===== src/rtl/mapper_pkg.sv =====
// Shared types for the bank mapper.
// Assumes: nothing beyond standard SystemVerilog packages.
package mapper_pkg;

    typedef enum logic {
        MIR_VERTICAL   = 1'b0,
        MIR_HORIZONTAL = 1'b1
    } mirror_t;

    localparam int NUM_BANK_REGS = 8;
    localparam logic [2:0] REGION_CTRL  = 3'b100;   // 0x8000-0x9FFF
    localparam logic [2:0] REGION_MIRR  = 3'b101;   // 0xA000-0xBFFF
    localparam logic [2:0] REGION_WRAM  = 3'b011;   // 0x6000-0x7FFF

endpackage


===== src/rtl/mapper_regs.sv =====
// Register file of the mapper: eight bank registers written through an
// index, two layout bits, the mirroring bit and a flag that records the
// first write to the control region.
// Assumes: at most one write per cycle; addr_hi is cpu_addr[15:13].
module mapper_regs
    import mapper_pkg::*;
#(
    parameter int NREG = NUM_BANK_REGS
) (
    input  logic                  clk,
    input  logic                  rst_n,
    input  logic                  we,
    input  logic [2:0]            addr_hi,
    input  logic                  addr_lsb,
    input  logic [7:0]            wdata,
    output logic [NREG-1:0][7:0]  bank_q,
    output logic                  prg_layout,
    output logic                  chr_layout,
    output mirror_t               mirror,
    output logic                  synced
);
    localparam int IDX_W = $clog2(NREG);

    logic [IDX_W-1:0] idx_q;
    logic             ctrl_wr;
    logic             sel_wr;
    logic             data_wr;
    logic             mir_wr;

    // Decode which register group the current write targets.
    always_comb begin
        ctrl_wr = we && (addr_hi == REGION_CTRL);
        sel_wr  = ctrl_wr && !addr_lsb;
        data_wr = ctrl_wr &&  addr_lsb;
        mir_wr  = we && (addr_hi == REGION_MIRR) && !addr_lsb;
    end

    // Select byte: index and both layout bits.
    always_ff @(posedge clk) begin
        if (!rst_n) begin
            idx_q      <= '0;
            prg_layout <= 1'b0;
            chr_layout <= 1'b0;
        end else if (sel_wr) begin
            idx_q      <= wdata[IDX_W-1:0];
            prg_layout <= wdata[6];
            chr_layout <= wdata[7];
        end
    end

    // One bank register per index value.
    for (genvar g = 0; g < NREG; g++) begin : g_bank
        always_ff @(posedge clk) begin
            if (!rst_n)
                bank_q[g] <= 8'h00;
            else if (data_wr && (idx_q == IDX_W'(g)))
                bank_q[g] <= wdata;
        end
    end

    // Mirroring bit from even writes in the mirroring region.
    always_ff @(posedge clk) begin
        if (!rst_n)
            mirror <= MIR_VERTICAL;
        else if (mir_wr)
            mirror <= mirror_t'(wdata[0]);
    end

    // Records that the control region has been written since reset.
    always_ff @(posedge clk) begin
        if (!rst_n)
            synced <= 1'b0;
        else if (ctrl_wr)
            synced <= 1'b1;
    end

endmodule


===== src/rtl/mapper_prg_map.sv =====
// Program window translation: picks the 8 KB bank for one of four windows.
// Assumes: PRG_BANKS >= 2 and PRG_BANKS <= 256.
module mapper_prg_map #(
    parameter int PRG_BANKS = 24
) (
    input  logic [7:0]                     reg6,
    input  logic [7:0]                     reg7,
    input  logic                           prg_layout,
    input  logic                           synced,
    input  logic [1:0]                     win,
    output logic [$clog2(PRG_BANKS)-1:0]   bank
);
    localparam int         PB_W        = $clog2(PRG_BANKS);
    localparam logic [7:0] SECOND_LAST = 8'(PRG_BANKS - 2);
    localparam logic [7:0] LAST        = 8'(PRG_BANKS - 1);

    logic [7:0] raw;

    // Choose the raw bank number for the window, then fold it into range.
    always_comb begin
        unique case (win)
            2'd0:    raw = !synced ? 8'd0 : (prg_layout ? SECOND_LAST : reg6);
            2'd1:    raw = !synced ? 8'd1 : reg7;
            2'd2:    raw = prg_layout ? reg6 : SECOND_LAST;
            default: raw = LAST;
        endcase
        bank = PB_W'(32'(raw) % PRG_BANKS);
    end

endmodule


===== src/rtl/mapper_chr_map.sv =====
// Pattern window translation: picks the 1 KB bank for one of eight windows.
// Assumes: CHR_BANKS <= 256; regs_i holds bank registers 0..5.
module mapper_chr_map #(
    parameter int CHR_BANKS = 96
) (
    input  logic [5:0][7:0]                regs_i,
    input  logic                           chr_layout,
    input  logic                           synced,
    input  logic [2:0]                     win,
    output logic [$clog2(CHR_BANKS)-1:0]   bank
);
    localparam int CB_W = $clog2(CHR_BANKS);

    logic [2:0] eff_win;
    logic [7:0] pair_reg;
    logic [7:0] raw;

    // Swap halves by layout bit, then pick paired or single register.
    always_comb begin
        eff_win  = win ^ {chr_layout, 2'b00};
        pair_reg = eff_win[1] ? regs_i[1] : regs_i[0];
        if (!synced)
            raw = 8'd0;
        else if (!eff_win[2])
            raw = {pair_reg[7:1], eff_win[0]};
        else
            raw = regs_i[{1'b0, eff_win[1:0]} + 3'd2];
        bank = CB_W'(32'(raw) % CHR_BANKS);
    end

endmodule


===== src/rtl/bank_mapper_top.sv =====
// Top of the indexed-register bank mapper: decodes writes, holds bank
// state and translates both bus addresses into physical offsets.
// Assumes: PRG_BANKS >= 2; both counts at most 256.
module bank_mapper_top
    import mapper_pkg::*;
#(
    parameter int PRG_BANKS = 24,
    parameter int CHR_BANKS = 96,
    localparam int PRG_OFF_W = $clog2(PRG_BANKS) + 13,
    localparam int CHR_OFF_W = $clog2(CHR_BANKS) + 10
) (
    input  logic                 clk,
    input  logic                 rst_n,
    input  logic                 cpu_we,
    input  logic [15:0]          cpu_addr,
    input  logic [7:0]           cpu_wdata,
    input  logic [12:0]          ppu_addr,
    output logic                 prg_sel,
    output logic [PRG_OFF_W-1:0] prg_off,
    output logic                 ram_sel,
    output logic [12:0]          ram_off,
    output logic [CHR_OFF_W-1:0] chr_off,
    output logic                 mirror_horiz
);
    localparam int PB_W = $clog2(PRG_BANKS);
    localparam int CB_W = $clog2(CHR_BANKS);

    logic [NUM_BANK_REGS-1:0][7:0] bank_q;
    logic                          prg_layout;
    logic                          chr_layout;
    logic                          synced;
    mirror_t                       mirror;
    logic [PB_W-1:0]               prg_bank;
    logic [CB_W-1:0]               chr_bank;

    mapper_regs #(.NREG(NUM_BANK_REGS)) u_regs (
        .clk        (clk),
        .rst_n      (rst_n),
        .we         (cpu_we),
        .addr_hi    (cpu_addr[15:13]),
        .addr_lsb   (cpu_addr[0]),
        .wdata      (cpu_wdata),
        .bank_q     (bank_q),
        .prg_layout (prg_layout),
        .chr_layout (chr_layout),
        .mirror     (mirror),
        .synced     (synced)
    );

    mapper_prg_map #(.PRG_BANKS(PRG_BANKS)) u_prg (
        .reg6       (bank_q[6]),
        .reg7       (bank_q[7]),
        .prg_layout (prg_layout),
        .synced     (synced),
        .win        (cpu_addr[14:13]),
        .bank       (prg_bank)
    );

    mapper_chr_map #(.CHR_BANKS(CHR_BANKS)) u_chr (
        .regs_i     (bank_q[5:0]),
        .chr_layout (chr_layout),
        .synced     (synced),
        .win        (ppu_addr[12:10]),
        .bank       (chr_bank)
    );

    // Region decode and offset assembly.
    always_comb begin
        prg_sel      = cpu_addr[15];
        ram_sel      = (cpu_addr[15:13] == REGION_WRAM);
        ram_off      = cpu_addr[12:0];
        prg_off      = {prg_bank, cpu_addr[12:0]};
        chr_off      = {chr_bank, ppu_addr[9:0]};
        mirror_horiz = (mirror == MIR_HORIZONTAL);
    end

endmodule


===== config.mk =====
export PLATFORM = sky130hd
export DESIGN_NAME = bank_mapper_top
export DESIGN_NICKNAME = d
export VERILOG_FILES = /design/src/rtl/mapper_pkg.sv /design/src/rtl/mapper_regs.sv /design/src/rtl/mapper_prg_map.sv /design/src/rtl/mapper_chr_map.sv /design/src/rtl/bank_mapper_top.sv
export SDC_FILE = /design/constraint.sdc
export NUM_CORES = 1
export LEC_CHECK = 0
export ABC_CLOCK_PERIOD_IN_PS = 2500
export BUFFER_PORTS_ARGS = -buffer_cell sky130_fd_sc_hd__clkbuf_2
export CAP_MARGIN = 30
export CORE_MARGIN = 4
export CORE_UTILIZATION = 49
export DETAILED_ROUTE_END_ITERATION = 7
export PLACE_DENSITY = 0.77
export SYNTH_ARGS = -nofsm -noshare
export SYNTH_HDL_FRONTEND = slang
export SYNTH_HIERARCHICAL = 1
export SYNTH_SLANG_ARGS = --single-unit

===== constraint.sdc =====
create_clock -name clk -period 2.5 [get_ports clk]
set_input_delay 0.25 -clock clk [delete_from_list [all_inputs] [get_ports clk]]
set_output_delay 0.25 -clock clk [all_outputs]
set_load 0.02 [all_outputs]

==> flow_metrics.env <==
export IMPL_status="finished with violations"
export IMPL_violations="setup timing"
export IMPL_worst_pin_slew_ps=601
export IMPL_yosysWarnings=6
export IMPL_final_cell_area_mm2=0.00422
export IMPL_grt_pass1_wl_um=14200
export IMPL_reg2reg_from="u_regs/idx_q[2]$_SDFFE_PN0P_"
export IMPL_placed_area_mm2=0.00393
export IMPL_ant_nets=0
export IMPL_cap_viol_max_count=0
export IMPL_dpl_worst_slack_ps=-222
export IMPL_slew_headroom=0.599
export IMPL_min_period_over_period=1.13
export IMPL_setup_viol=4
export IMPL_finClkSkew_ps=8.01
export IMPL_rsz0062_at_grt="true"
export IMPL_end_kind="primary output"
export IMPL_seq_area_mm2=0.00139
export IMPL_syn2layout_area_growth_pct=10.4
export IMPL_min_from="cpu_addr[0]"
export IMPL_clockBufferDepth=2
export IMPL_clock_fmax_mhz=354
export IMPL_grt_pass1_vias=2967
export IMPL_core_rowCount=31
export IMPL_slowest_stage="mux4_2"
export IMPL_diodes=0
export IMPL_start_kind="flip-flop"
export IMPL_final_net_count=455
export IMPL_vias=2821
export IMPL_core_area_mm2=0.00741
export IMPL_critical_path_peak_fanout=2
export IMPL_grt_start_max_net_pins=48
export IMPL_fin_crit_ps=2830
export IMPL_drt_iter0_markers=131
export IMPL_die_w_um=96.4
export IMPL_fill_cells=656
export IMPL_hp_class="in -> reg"
export IMPL_drc_errors=0
export IMPL_wirelength_um=8360
export IMPL_gp_congestion=0.834
export IMPL_cts_tree="done"
export IMPL_synthCells=396
export IMPL_dp_cells=497
export IMPL_clock_latency_ps=350
export IMPL_portBuffers=34
export IMPL_ir_drop_v=0.000387
export IMPL_syn_area_mm2=0.00383
export IMPL_dieArea_mm2=0.00929
export IMPL_wl_per_cell_um=16.2
export IMPL_crit_arrival_ps=2580
export IMPL_power_per_cell_area_mw_per_mm2=511
export IMPL_synthesis_nets=438
export IMPL_antenna_found_initial=0
export IMPL_firstDrtPassIters=4
export IMPL_maxSlewViolCount=0
export IMPL_max_stage_delay_ps=450
export IMPL_cts_buffers=9
export IMPL_synth_avg_cell_area_um2=9.67
export IMPL_root_buffer="clkbuf_8"
export IMPL_overflow=0
export IMPL_drive_gt1_frac=0.288
export IMPL_critical_path_required_ps=2250
export IMPL_dp_hpwl_um=5860
export IMPL_initial_core_util=0.517
export IMPL_track_usage=0.197
export IMPL_hold_viol_final=0
export IMPL_critPathLaunch="u_regs/bank_q[46]$_SDFFE_PN0P_"
export IMPL_clkSinkCount=69
export IMPL_worstPathCellList="mux4_2 -> mux2_4 -> and2_4 -> ha_4 -> nand4b_1 -> or3_1 -> o311ai_2 -> buf_4"
export IMPL_cts_hold_buf=0
export IMPL_critPathKind="reg -> out"
export IMPL_p_leak_uw=0.00208
export IMPL_finalNonFillerCells=515
export IMPL_path_clk_slew_ps=70
export IMPL_setup_slack_ps=-329
export IMPL_htree_levels=3
export IMPL_multi_input_area_mm2=0.00208
export IMPL_die_h_um=96.4
export IMPL_pin_count=91
export IMPL_via_per_inst=5.48
## worst max-delay path, delay by kind of cell, from the launching register on
family / cells / cell delay, ps
buffers and inverters: 1 / 180
muxes: 2 / 730
DFF: 1 / 320
and+or+nand+nor: 3 / 710
adders and majority gates: 1 / 200
AOI/OAI and AO/OA: 1 / 90
## path summary, 6_finish.rpt
| check | endpoint | cells past startpoint | slack (ps) |
|---|---|---|---|
| worst min-delay path | u_regs/mirror$_SDFFE_PN0P_ | 2 | 190 |
| worst max-delay path | chr_off[15] | 8 | -330 |
| worst min register to register | u_regs/bank_q[29]$_SDFFE_PN0P_ | 2 | 460 |
| worst max register to register | u_regs/bank_q[24]$_SDFFE_PN0P_ | 3 | 900 |
## per-stage QoR
step	hold WS [ps]	utilization	setup TNS [ps]	power (uW)
6_report	188	0.570	-1020	2160
5_1_grt	190	0.570	-1490	2250
4_1_cts	170	0.565	-1090	2170
3_5_place_dp	446	0.530	-619	1300
3_3_place_gp	438	0.530	-346	1290
2_1_floorplan	351	-	0	1320
## layout by cell type, fill, tap and decap left out, types with 3 or more instances in the layout
cell type / n
a21oi_1: 5
and4b_1: 4
and4b_2: 4
and4bb_2: 3
buf_4: 30
clkbuf_2: 30
clkbuf_8: 11
dfxtp_1: 66
dfxtp_2: 3
inv_1: 5
mux2i_1: 75
mux4_1: 4
mux4_2: 3
nand2_1: 83
nand2_2: 5
nand2b_1: 4
nand3_1: 5
nor2_1: 6
nor3_1: 4
o211a_1: 5
o21ai_0: 5
or3_1: 3
## where the power goes
group | internal [uW] | total (uW) | switching, uW | leakage (uW)
clock network | 475 | 880 | 405 | 0.0000902
registers | 1100 | 1100 | 2.55 | 0.000557
logic | 63.2 | 175 | 111 | 0.00143
total | 1640 | 2160 | 519 | 0.00208
## registers in the layout (all words and copies together), names as in the netlist
register           flops
u_regs/mirror          1
u_regs/chr_layout      1
u_regs/bank_q         62
u_regs/synced          1
u_regs/idx_q           3
u_regs/prg_layout      1
## layer usage
| layer | global-route usage | vias up | part of all wire |
|---|---|---|---|
| li1 | - | 1380 | - |
| met1 | 0.251 | 1375 | 0.45 |
| met2 | 0.332 | 52 | 0.49 |
| met3 | 0.0333 | 14 | 0.039 |
| met4 | 0.0783 | 0 | 0.012 |
| met5 | 0 | - | 0 |
## cell type report
cell class / count / area share
inverter: 8 / 0.00770
timing repair buffer: 63 / 0.0975
clock inverter: 4 / 0.0118
clock buffer: 10 / 0.0326
tap: 99 / 0.0293
sequential: 69 / 0.328
multi-input combinational: 262 / 0.493
## timing repair
action / 4_1_cts / 5_1_grt
resized for setup: 13 / 9
pin swaps: 6 / 1
hold endpoints to repair: 0 / 0
endpoints found under the setup margin: 4 / 4
setup buffers: 2 / 2
(Power assumes the default switching activity.)
